File: config.mk
export PLATFORM = sky130hd
export DESIGN_NAME = synth_word_loader
export DESIGN_NICKNAME = d
export VERILOG_FILES = /design/src/rtl/sl_pkg.sv /design/src/rtl/sl_phase_timer.sv /design/src/rtl/sl_word_shifter.sv /design/src/rtl/sl_enable_decode.sv /design/src/rtl/synth_word_loader.sv
export SDC_FILE = /design/constraint.sdc
export NUM_CORES = 1
export LEC_CHECK = 0
export CAP_MARGIN = 10
export CORE_UTILIZATION = 40
export CTS_CLUSTER_SIZE = 12
export DETAILED_ROUTE_END_ITERATION = 8
export GPL_TIMING_DRIVEN = 0
export PLACE_DENSITY_LB_ADDON = 0.25
export RECOVER_POWER = 25
export SLEW_MARGIN = 20
export SYNTH_ARGS = -nofsm -noshare
export SYNTH_HDL_FRONTEND = slang
export SYNTH_SLANG_ARGS = --single-unit
File: constraint.sdc
create_clock -name clk -period 3.27 [get_ports clk]
set_input_delay 0.327 -clock clk [delete_from_list [all_inputs] [get_ports clk]]
set_output_delay 0.327 -clock clk [all_outputs]
set_load 0.02 [all_outputs]
File: src/rtl/sl_pkg.sv
package sl_pkg;
  localparam int SL_NUM_WORDS = 3;

  typedef enum logic [2:0] {
    ST_IDLE,
    ST_PREP,
    ST_LOW,
    ST_HIGH,
    ST_LATCH
  } sl_state_e;
endpackage

File: src/rtl/sl_phase_timer.sv
module sl_phase_timer #(
  parameter int DIV_W = 8
) (
  input  logic             clk,
  input  logic             rst_n,
  input  logic             run,
  input  logic [DIV_W-1:0] div,
  output logic             tick
);
  // A zero divider is run as one clock per phase
  function automatic logic [DIV_W-1:0] eff_div(input logic [DIV_W-1:0] d);
    return (d == '0) ? {{(DIV_W-1){1'b0}}, 1'b1} : d;
  endfunction

  logic [DIV_W-1:0] cnt;
  logic [DIV_W-1:0] last;

  assign last = eff_div(div) - 1'b1;
  assign tick = run && (cnt == last);

  always_ff @(posedge clk or negedge rst_n) begin
    if (!rst_n)            cnt <= '0;
    else if (!run || tick) cnt <= '0;
    else                   cnt <= cnt + 1'b1;
  end

  p_count_bound_r5: assert property (@(posedge clk) disable iff (!rst_n)
    run |-> (cnt <= last));
  p_count_cleared_r5: assert property (@(posedge clk) disable iff (!rst_n)
    !run |=> (cnt == '0));
endmodule

File: src/rtl/sl_word_shifter.sv
module sl_word_shifter #(
  parameter int WORD_W = 24,
  parameter int IN_W   = 32
) (
  input  logic            clk,
  input  logic            rst_n,
  input  logic            load,
  input  logic [IN_W-1:0] load_word,
  input  logic            shift,
  output logic            msb
);
  // Upper input bits are dropped here
  function automatic logic [WORD_W-1:0] trim(input logic [IN_W-1:0] w);
    return w[WORD_W-1:0];
  endfunction

  logic [WORD_W-1:0] q;

  always_ff @(posedge clk or negedge rst_n) begin
    if (!rst_n)     q <= '0;
    else if (load)  q <= trim(load_word);
    else if (shift) q <= {q[WORD_W-2:0], 1'b0};
  end

  assign msb = q[WORD_W-1];

  p_shift_msb_r2: assert property (@(posedge clk) disable iff (!rst_n)
    (shift && !load) |=> (msb == $past(q[WORD_W-2])));
endmodule

File: src/rtl/sl_enable_decode.sv
module sl_enable_decode #(
  parameter int NUM_DEV = 3,
  parameter int SEL_W   = 2
) (
  input  logic               fire,
  input  logic [SEL_W-1:0]   sel,
  output logic [NUM_DEV-1:0] en
);
  for (genvar g = 0; g < NUM_DEV; g++) begin : g_en
    assign en[g] = fire && (sel == SEL_W'(g));
  end

  always_comb begin
    p_single_enable_r6: assert ($onehot0(en));
  end
endmodule

File: src/rtl/synth_word_loader.sv
module synth_word_loader #(
  parameter int WORD_W  = 24,
  parameter int IN_W    = 32,
  parameter int NUM_DEV = 3,
  parameter int SEL_W   = (NUM_DEV > 1) ? $clog2(NUM_DEV) : 1,
  parameter int DIV_W   = 8
) (
  input  logic               clk,
  input  logic               rst_n,
  input  logic               start,
  input  logic [SEL_W-1:0]   dev_sel,
  input  logic [DIV_W-1:0]   half_div,
  input  logic [IN_W-1:0]    func_word,
  input  logic [IN_W-1:0]    ref_word,
  input  logic [IN_W-1:0]    ncnt_word,
  output logic               ser_clk,
  output logic               ser_data,
  output logic [NUM_DEV-1:0] latch_en,
  output logic               busy,
  output logic               done
);
  import sl_pkg::*;

  localparam int BIT_W = $clog2(WORD_W);
  localparam logic [BIT_W-1:0] LAST_BIT = BIT_W'(WORD_W - 1);
  localparam logic [1:0] LAST_WORD = 2'(SL_NUM_WORDS - 1);

  sl_state_e        state;
  logic [BIT_W-1:0] bit_idx;
  logic [1:0]       word_idx;
  logic [SEL_W-1:0] sel_q;
  logic [DIV_W-1:0] div_q;
  logic [IN_W-1:0]  ref_q;
  logic [IN_W-1:0]  ncnt_q;
  logic             done_q;

  // Named internal events
  logic            tick;
  logic            accept;
  logic            word_end;
  logic            frame_end;
  logic            next_word;
  logic            shift_en;
  logic            load_en;
  logic [IN_W-1:0] load_word;
  logic            sh_msb;

  assign accept    = (state == ST_IDLE) && start;
  assign word_end  = (state == ST_HIGH) && tick && (bit_idx == LAST_BIT);
  assign shift_en  = (state == ST_HIGH) && tick && (bit_idx != LAST_BIT);
  assign frame_end = (state == ST_LATCH) && tick && (word_idx == LAST_WORD);
  assign next_word = (state == ST_LATCH) && tick && (word_idx != LAST_WORD);
  assign load_en   = accept || next_word;
  assign load_word = accept ? func_word : ((word_idx == 2'd0) ? ref_q : ncnt_q);

  sl_phase_timer #(.DIV_W(DIV_W)) u_timer (
    .clk   (clk),
    .rst_n (rst_n),
    .run   (state != ST_IDLE),
    .div   (div_q),
    .tick  (tick)
  );

  sl_word_shifter #(.WORD_W(WORD_W), .IN_W(IN_W)) u_shifter (
    .clk       (clk),
    .rst_n     (rst_n),
    .load      (load_en),
    .load_word (load_word),
    .shift     (shift_en),
    .msb       (sh_msb)
  );

  sl_enable_decode #(.NUM_DEV(NUM_DEV), .SEL_W(SEL_W)) u_decode (
    .fire (state == ST_LATCH),
    .sel  (sel_q),
    .en   (latch_en)
  );

  always_ff @(posedge clk or negedge rst_n) begin
    if (!rst_n) begin
      state    <= ST_IDLE;
      bit_idx  <= '0;
      word_idx <= '0;
      sel_q    <= '0;
      div_q    <= '0;
      ref_q    <= '0;
      ncnt_q   <= '0;
      done_q   <= 1'b0;
    end else begin
      done_q <= frame_end;
      unique case (state)
        ST_IDLE: if (accept) begin
          state    <= ST_PREP;
          bit_idx  <= '0;
          word_idx <= '0;
          sel_q    <= dev_sel;
          div_q    <= half_div;
          ref_q    <= ref_word;
          ncnt_q   <= ncnt_word;
        end
        ST_PREP:  if (tick) state <= ST_LOW;
        ST_LOW:   if (tick) state <= ST_HIGH;
        ST_HIGH: begin
          if (word_end)      state <= ST_LATCH;
          else if (shift_en) begin
            state   <= ST_LOW;
            bit_idx <= bit_idx + 1'b1;
          end
        end
        ST_LATCH: begin
          if (frame_end) state <= ST_IDLE;
          else if (next_word) begin
            state    <= ST_PREP;
            word_idx <= word_idx + 1'b1;
            bit_idx  <= '0;
          end
        end
        default: state <= ST_IDLE;
      endcase
    end
  end

  assign ser_clk  = (state == ST_HIGH);
  assign ser_data = ((state == ST_LOW) || (state == ST_HIGH)) && sh_msb;
  assign busy     = (state != ST_IDLE);
  assign done     = done_q;

  p_data_hold_r5: assert property (@(posedge clk) disable iff (!rst_n)
    (ser_clk && $past(ser_clk)) |-> $stable(ser_data));
  p_latch_clk_excl_r6: assert property (@(posedge clk) disable iff (!rst_n)
    (latch_en != '0) |-> (!ser_clk && !ser_data));
  p_idle_quiet_r4: assert property (@(posedge clk) disable iff (!rst_n)
    !busy |-> (!ser_clk && !ser_data && (latch_en == '0)));
  p_done_follows_r7: assert property (@(posedge clk) disable iff (!rst_n)
    done |-> (!busy && $past(busy)));
  p_done_single_r7: assert property (@(posedge clk) disable iff (!rst_n)
    done |=> !done);
  p_start_ignored_r8: assert property (@(posedge clk) disable iff (!rst_n)
    (busy && start) |=> ($stable(sel_q) && $stable(div_q) && $stable(ref_q)));
  p_word_order_r3: assert property (@(posedge clk) disable iff (!rst_n)
    next_word |=> (word_idx == 2'($past(word_idx) + 2'd1)));
endmodule

==> metrics.md <==
| Metric | Value |
|---|---|
| Post-CTS sizing | `0` |
| Minimum clock period | `3.067 ns` |
| Share of layout cells above drive strength 1 | `0.07231` |
| Core area | `12160 um2` |
| Synth unique cells | `44` |
| Psw | `0.0004981 W` |
| DRC Markers | `0` |
| Area leader, netlist | `dfrtp_1` |
| Startpoint Class | `register` |
| Clk pwr share | `0.422` |
| VDD IR max | `237.2 uV` |
| Share of flip-flops with an asynchronous set or reset | `1.000` |
| Combinational group share of total power | `0.056` |
| Clock buffer depth | `2` |
| Grt total ovfl | `0` |
| Largest net degree at the start of global routing | `74` |
| Gpl congestion | `0.8334` |
| Mean Syn Cell Area | `9.315 um2` |
| WP data arrival | `3.29 ns` |
| Register area share after synthesis | `0.5006` |
| RSZ-0062 raised after global routing | `false` |
| Vias in the first global route | `4279` |
| Internal cell power | `0.001892 W` |
| Worst Tran Pin Value | `1.586 ns` |
| Die H | `114.3 um` |
| Routed Antenna Nets | `0` |
| R2R cell count | `11` |
| YS warnings | `0` |
| Power per cell area | `370.0 nW/um2` |
| Tot GR Track Use | `0.2072` |
| Util after Layout | `0.5311` |
| Static Leak | `3.027 nW` |
| Sequential fraction of design power | `0.523` |
| Total Wirelength | `12770 um` |
| DP Wirelength | `9254 um` |
| Final slew viol count | `30` |
| Syn_nets | `656` |
| Worst min path class | `reg2reg` |
| Share of the synthesized area in the top cell type | `0.5006` |
| Syn Std Cell Area | `5049 um2` |
| Initial DRC Count | `199` |
| Hold Path Depth | `2` |
| Via density per instance | `5.061` |
| Antenna violations before repair | `0` |
| Initial Util | `0.4151` |
| # clock sinks | `101` |
| FP Rows | `40` |
| CTS Hold Bufs | `1` |
| H-tree depth | `3` |
| CTS Root Cell | `clkbuf_16` |
| Largest cells by area after synthesis | `dfrtp_1 50%, nand2_1 15%, mux2i_1 6.9%, a2bb2oi_2 4.8%, nand3_1 3.0%` |
| CP Class | `reg2reg` |
| Fin Setup TNS | `0 ns` |
| Pre-Repair DR Iteration Count | `5` |
| CTS tree | `built` |
| Clock transition at path regs | `0.07 ns` |
| Final nets | `760` |
| I/O pin count | `116` |
| Tcrit/Tclk final | `0.9378` |
| Total vias in the final route | `4140` |
| Top_reg_cell synth | `dfrtp_1` |
| Final hold vios | `0` |
| Failing checks | `capacitance limit, slew limit` |
| Area growth syn-to-layout | `27.93%` |
| Number of synthesized flops with an enable pin | `0` |
| Die W | `114.3 um` |
| Wire per inst | `15.61 um` |
| Diodes inserted | `0` |
| IO Port Bufs | `91` |
| First-pass GRT wire length | `20710 um` |
| Syn Inst Count | `542` |
| Number of buffers created by CTS | `9` |
| Later-pin clock latency in the skew report | `0.35 ns` |
| Post-CTS Setup Bufs | `0` |
| F_max | `326.1 MHz` |
| Die area | `13070 um2` |
| Max-cap violations | `1` |
| Sw Share | `0.2084` |
| Crit. End Element | `register` |
| Worst clock skew | `0.01219 ns` |
| Setup-violating endpoint count in the final report | `0` |
| Max FO, Critical Path | `10` |
| Worst Path Required | `3.49 ns` |
| Slew HR | `-0.05759` |
| Status | `finished, violations left` |
| Yosys reg bits | `101` |
==> logic make-up after synthesis <==
group | synth area share
and+or+nand+nor | 0.2677
AOI/OAI and AO/OA | 0.08501
adders and majority gates | 0.01239
buffers and inverters | 0.03717
DFF | 0.5006
muxes | 0.06939
xor gates and xnor gates | 0.02776
==> layout make-up <==
| cell class | instances | area (um2) |
|---|---|---|
| Clock buffer | 12 | 256.5 |
| Inverter | 7 | 26.28 |
| Fill cell | 1130 | 5703 |
| Tap cell | 168 | 210.2 |
| Timing Repair Buffer | 93 | 922.1 |
| Clock inverter | 3 | 21.27 |
| Sequential cell | 101 | 2527 |
| Multi-Input combinational cell | 402 | 2333 |
| Buffer | 32 | 161.4 |
==> state kept, by name (all words and copies together) (netlist names) <==
signal       flops
done             1
ncnt_q          24
word_idx         2
div_q            8
u_shifter.q     24
state            3
u_timer.cnt      8
bit_idx          5
sel_q            2
ref_q           24
==> routing by layer <==
| metal | routed length, um | GRT usage | part of all wire | up-vias |
|---|---|---|---|---|
| li1 | - | - | - | 2031 |
| met1 | 5968 | 0.2767 | 0.47 | 1977 |
| met2 | 5892 | 0.3366 | 0.46 | 114 |
| met3 | 684 | 0.03123 | 0.054 | 16 |
| met4 | 189 | 0.08312 | 0.015 | 2 |
| met5 | 36 | 0.02353 | 0.0028 | - |
==> critical path: stages, from the launching register on <==
cell and delay (ns):
dfrtp_1 0.36, clkbuf_1 0.22, nor4_4 0.28, a31oi_1 0.19
ha_1 0.27, or3_1 0.39, a31oi_1 0.27, nand3_2 0.22
nor2_4 0.25, buf_6 0.17, mux2i_1 0.21, mux2i_1 0.09
==> Yosys cell counts, drive strengths merged (4+ instances only) <==
cell,number
nand4,21
xnor2,8
ha,5
nor2,23
nor3,5
clkbuf,19
nor2b,5
dfrtp,101
and3,4
xor2,8
nand2,197
o21ai,6
inv,7
a2bb2oi,20
mux2i,35
a21oi,7
nand3,32
buf,13
==> layout by cell type, fill, tap and decap left out, drive strengths merged, types with 3 or more instances in the layout <==
| cell | instances |
|---|---|
| and3b | 3 |
| xnor2 | 8 |
| and3 | 4 |
| nand3 | 32 |
| nor2 | 23 |
| dfrtp | 101 |
| a21oi | 7 |
| clkdlybuf4s50 | 90 |
| ha | 5 |
| mux2i | 35 |
| o31ai | 3 |
| buf | 13 |
| o21ai | 6 |
| nand2 | 197 |
| a2bb2oi | 20 |
| nand4 | 21 |
| inv | 7 |
| xor2 | 8 |
| a31oi | 3 |
| nor2b | 5 |
| nor3 | 5 |
| clkbuf | 33 |
==> power groups by stage <==
stage	combinational, W	clock (W)	sequential, W
2_1_floorplan	0.000000910	0	0.00127
3_3_place_gp	0.000134	0	0.00127
3_5_place_dp	0.000139	0	0.00127
4_1_cts	0.000141	0.00103	0.00125
5_1_grt	0.000144	0.00108	0.00125
6_report	0.000133	0.00101	0.00125
==> worst paths after layout <==
path | start | end | slack (ns)
min in group asynchronous | rst_n | ncnt_q[20] | 0.91
worst min register to register | ref_q[13] | ref_q[13] | 0.48
max in group asynchronous | rst_n | ncnt_q[4] | 0.50
worst max register to register | div_q[3] | u_shifter.q[4] | 0.20
worst max-delay path | div_q[3] | u_shifter.q[4] | 0.20
worst min-delay path | ref_q[13] | ref_q[13] | 0.48
==> metrics by stage <==
stage | cells | cell area (um2) | setup slack (ns) | power [W] | hold WS (ns)
floorplan | 542 | 5049 | 0.6560 | 0.001274 | 0.03141
global placement | 801 | 6170 | -1.905 | 0.001407 | 0.4565
detailed placement | 802 | 6198 | 0.2361 | 0.001411 | 0.2233
CTS | 818 | 6486 | 0.1814 | 0.002416 | 0.4349
global route | 818 | 6459 | 0.01784 | 0.002471 | 0.5010
finish | 818 | 6459 | 0.2034 | 0.002390 | 0.4766
Power figures use the tool's default switching activity.
